`src/rtl/alu_slice.sv`:
```
module alu_slice #(
  parameter int WIDTH = 4
) (
  input  logic             en_n,
  input  logic             hi_pos,
  input  logic [2:0]       op,
  input  logic [WIDTH-1:0] acc,
  input  logic [WIDTH-1:0] dsto,
  input  logic             cin,
  output logic [WIDTH-1:0] res,
  output logic             cout,
  output logic             zero,
  output logic             neg,
  output logic             ovf
);
  localparam int MSB = WIDTH - 1;
  localparam logic [WIDTH-1:0] ONE = {{MSB{1'b0}}, 1'b1};

  typedef enum logic [2:0] {
    OP_ADD = 3'b000, OP_CU  = 3'b001, OP_SM  = 3'b010, OP_SMZ = 3'b011,
    OP_SUB = 3'b100, OP_CD  = 3'b101, OP_ROL = 3'b110, OP_ROR = 3'b111
  } op_e;

  logic [WIDTH-1:0] opx, opy, cnst, low_sum, r_res;
  logic [1:0]       top_sum;
  logic             k, c_into_msb, is_rot, r_cout, r_ovf;

  assign cnst = hi_pos ? '0 : ONE;

  always_comb begin
    opx = acc;
    opy = dsto;
    k   = hi_pos & cin;
    case (op_e'(op))
      OP_ADD: begin opx = acc;  opy = dsto;  k = hi_pos & cin;  end
      OP_CU:  begin opx = acc;  opy = cnst;  k = hi_pos & cin;  end
      OP_SM:  begin opx = dsto; opy = ~acc;  k = hi_pos ? cin : 1'b1; end
      OP_SMZ: begin opx = '0;   opy = ~acc;  k = hi_pos ? cin : 1'b1; end
      OP_SUB: begin opx = acc;  opy = ~dsto; k = hi_pos ? cin : 1'b1; end
      OP_CD:  begin opx = acc;  opy = ~cnst; k = hi_pos ? cin : 1'b1; end
      default: begin opx = acc; opy = dsto;  k = 1'b0; end
    endcase
  end

  assign {c_into_msb, low_sum[MSB-1:0]} = {1'b0, opx[MSB-1:0]} + {1'b0, opy[MSB-1:0]}
                                        + {{MSB{1'b0}}, k};
  assign top_sum = {1'b0, opx[MSB]} + {1'b0, opy[MSB]} + {1'b0, c_into_msb};
  assign low_sum[MSB] = top_sum[0];

  assign is_rot = (op == OP_ROL) || (op == OP_ROR);

  always_comb begin
    if (op == OP_ROL) begin
      r_res  = {acc[MSB-1:0], cin};
      r_cout = acc[MSB];
    end else if (op == OP_ROR) begin
      r_res  = {cin, acc[MSB:1]};
      r_cout = acc[0];
    end else begin
      r_res  = low_sum;
      r_cout = top_sum[1];
    end
  end

  assign r_ovf = is_rot ? (acc[MSB] ^ r_res[MSB]) : (c_into_msb ^ top_sum[1]);

  assign res  = en_n ? '0 : r_res;
  assign cout = ~en_n & r_cout;
  assign zero = ~en_n & (r_res == '0);
  assign neg  = ~en_n & r_res[MSB];
  assign ovf  = ~en_n & hi_pos & r_ovf;
endmodule

```
`config.mk`:
```
export PLATFORM = sky130hd
export DESIGN_NAME = alu_slice
export DESIGN_NICKNAME = d
export VERILOG_FILES = /design/src/rtl/alu_slice.sv
export SDC_FILE = /design/constraint.sdc
export NUM_CORES = 1
export LEC_CHECK = 0
export CORE_MARGIN = 2
export CORE_UTILIZATION = 44
export DETAILED_ROUTE_END_ITERATION = 16
export GPL_ROUTABILITY_DRIVEN = 0
export GPL_TIMING_DRIVEN = 1
export PLACE_DENSITY = 0.82
export SETUP_SLACK_MARGIN = 0.02
export SLEW_MARGIN = 30
export SYNTH_ARGS = -nofsm -noshare
export SYNTH_HDL_FRONTEND = slang
export SYNTH_SLANG_ARGS = --single-unit
```
`constraint.sdc`:
```
create_clock -name vclk -period 3.45
set_input_delay 0.5175 -clock vclk [all_inputs]
set_output_delay 0.5175 -clock vclk [all_outputs]
set_load 0.005 [all_outputs]
```
==> flow_summary.toml <==
[setup_path]
cp_max_fo = 4
critPathRequiredTime_ps = 2930
worst-setup-path-type = "input pin to output port"
crit_arrival_ps = 3380
cp-start-kind = "input pin"
worstSetupEndpointType = "output port"

[synth]
synth_cell_types = 36
yosysSeqAreaShare_pct = 0
syn_nets = 100
synthCells = 76
yosysWarningCount = 0
netlist_area_sq_um = 622
synth_area_per_cell_sq_um = 8.18

[layout]
layout.nets = 155
area_growth_pct = 88.5
mostFrequentLayoutCells = "29 x buf_4, 10 x clkdlybuf4s50_1, 7 x buf_2"
final_area_sq_um = 1170
clkbuf_count = 0
regArea_sq_um = 0
drive_gt1_share_pct = 55.0
diodes = 0
final_common_cell = "buf_4"
design.seq.count = 0
fillers = 61

[worst_hold_path]
hold_path_class = "input pin to output port"
holdPathEnd = "ovf"
hp-start = "op[1]"
holdPathStages = 6

[timing]
slew_headroom_pct = 72.0
finalMaxSlewViolations = 0
setup_viol = 7
fin_crit_sh_pct = 113
clock.fmax_mhz = 257
max_slew.worst_pin.slew_ps = 419
rsz0062_at_grt = "true"
min_period_ps = 3900
totalNegativeSetupSlack_ps = -1480
hold_violations = 0
fin_ws_ps = -447

[grt]
grt_pass1_wl_mm = 3.96
grt_pass1_vias = 898
grtUsageTotal_pct = 28.9
overflow = 0
antenna_found_initial = 0
grt_max_degree = 10

[power]
ir_drop_mv = 0.167
power_density_nw_per_um2 = 223
power.total_mw = 0.261
leakagePower_nw = 0.561

[routing]
dr.pass1.iters = 4
avgRoutedWirePerCell_um = 18.4
viasPerCell = 6.01
ant_nets = 0
post-route-drc-count = 0
drt-total-wl_mm = 2.65
drt-initial-drc-count = 14
via_count = 865

[run_status]
outcome = "finished, violations left"
violations = "negative setup slack"

[floorplanning]
start_util_pct = 47.2
ioPinCount = 22
num_rows = 13
core_sq_um = 1320
die_x_um = 41.6
die_height_um = 41.6
dieArea_sq_um = 1730

[placed_design]
dpl-instance-area_sq_um = 1060
portBuffers = 22
hpwlAfterDp_mm = 1.85

[run]
drv_cap = 0
## cells in the mapped netlist (2+ instances only)
master	n	area, sq um
ha_1	7	87.6
inv_1	7	26.3
mux2i_1	5	50.1
a21oi_1	4	20.0
nor2b_1	4	25.0
o21ai_0	4	20.0
fa_1	3	60.1
nand2_1	3	11.3
nor2_1	3	11.3
o22ai_1	3	18.8
a211oi_1	2	15.0
and3_1	2	12.5
mux2_2	2	22.5
nand2b_1	2	12.5
nand3_1	2	10.0
nor3_1	2	10.0
xor2_1	2	17.5
## final cells by class
class              instances  area [sq um]  share of cell area, %
well taps                 15          18.8                   1.60
inverters                  8          35.0                   2.99
multi-input cells         65           661                   56.4
repair buffers            56           458                   39.1
## metrics by stage
step / worst slack [ps] / instances / utilization, % / hold WS [ps]
4_1_cts: -349 / 140 / 84.4 / 1710
3_3_place_gp: -989 / 137 / 80.5 / 2240
6_report: -447 / 144 / 89.0 / 1720
2_1_floorplan: 32.2 / 76 / - / 1190
5_1_grt: -519 / 144 / 89.0 / 1770
3_5_place_dp: -1120 / 137 / 80.5 / 2250
## power breakdown
group | switching, mW | internal (mW) | total, mW
registers | 0 | 0 | 0
clock network | 0 | 0 | 0
logic | 0.117 | 0.145 | 0.261
## critical path: stages
cell and delay [ps]:
buf_2 130, inv_4 60, or3_4 420, o221ai_4 170, mux2i_2 110, fa_2 370
inv_2 90, a31oi_4 100, fa_1 510, mux2i_2 270, buf_4 170, mux2i_2 210
o41ai_2 90, buf_2 140
## per-layer routing
layer / up-vias / track usage, % / part of all wire (%)
li1: 384 / - / -
met2: 34 / 54.7 / 53
met4: 0 / 16.8 / 5.1
met3: 16 / 3.04 / 3.4
met1: 431 / 30.0 / 38
met5: - / 0 / 0
## kinds of logic (layout without fill, tap and decap cells)
logic type | count (synthesis) | count (layout) | share of synthesized area [%]
xor+xnor | 3 | 3 | 4.23
simple gates | 22 | 22 | 21.1
compound gates | 22 | 22 | 28.6
fa+ha+maj | 10 | 10 | 23.7
mux | 8 | 8 | 13.9
buf+inv | 11 | 64 | 8.45
## worst max-delay path by stage
stage	startpoint	endpoint	slack [ps]
after detailed placement	op[2]	ovf	-1120
after floorplan	op[1]	ovf	30
final	op[2]	ovf	-450
after global routing	op[2]	ovf	-520
after global placement	op[2]	ovf	-990
after CTS	op[1]	ovf	-350
## timing repair
action                     4_1_cts  5_1_grt
setup endpoints to repair        8        8
buffers inserted                 5        4
pin swaps                       14        8
hold buffers                     0        0
gates resized for setup         57        6
No activity file was read; power rests on OpenSTA's default activity.
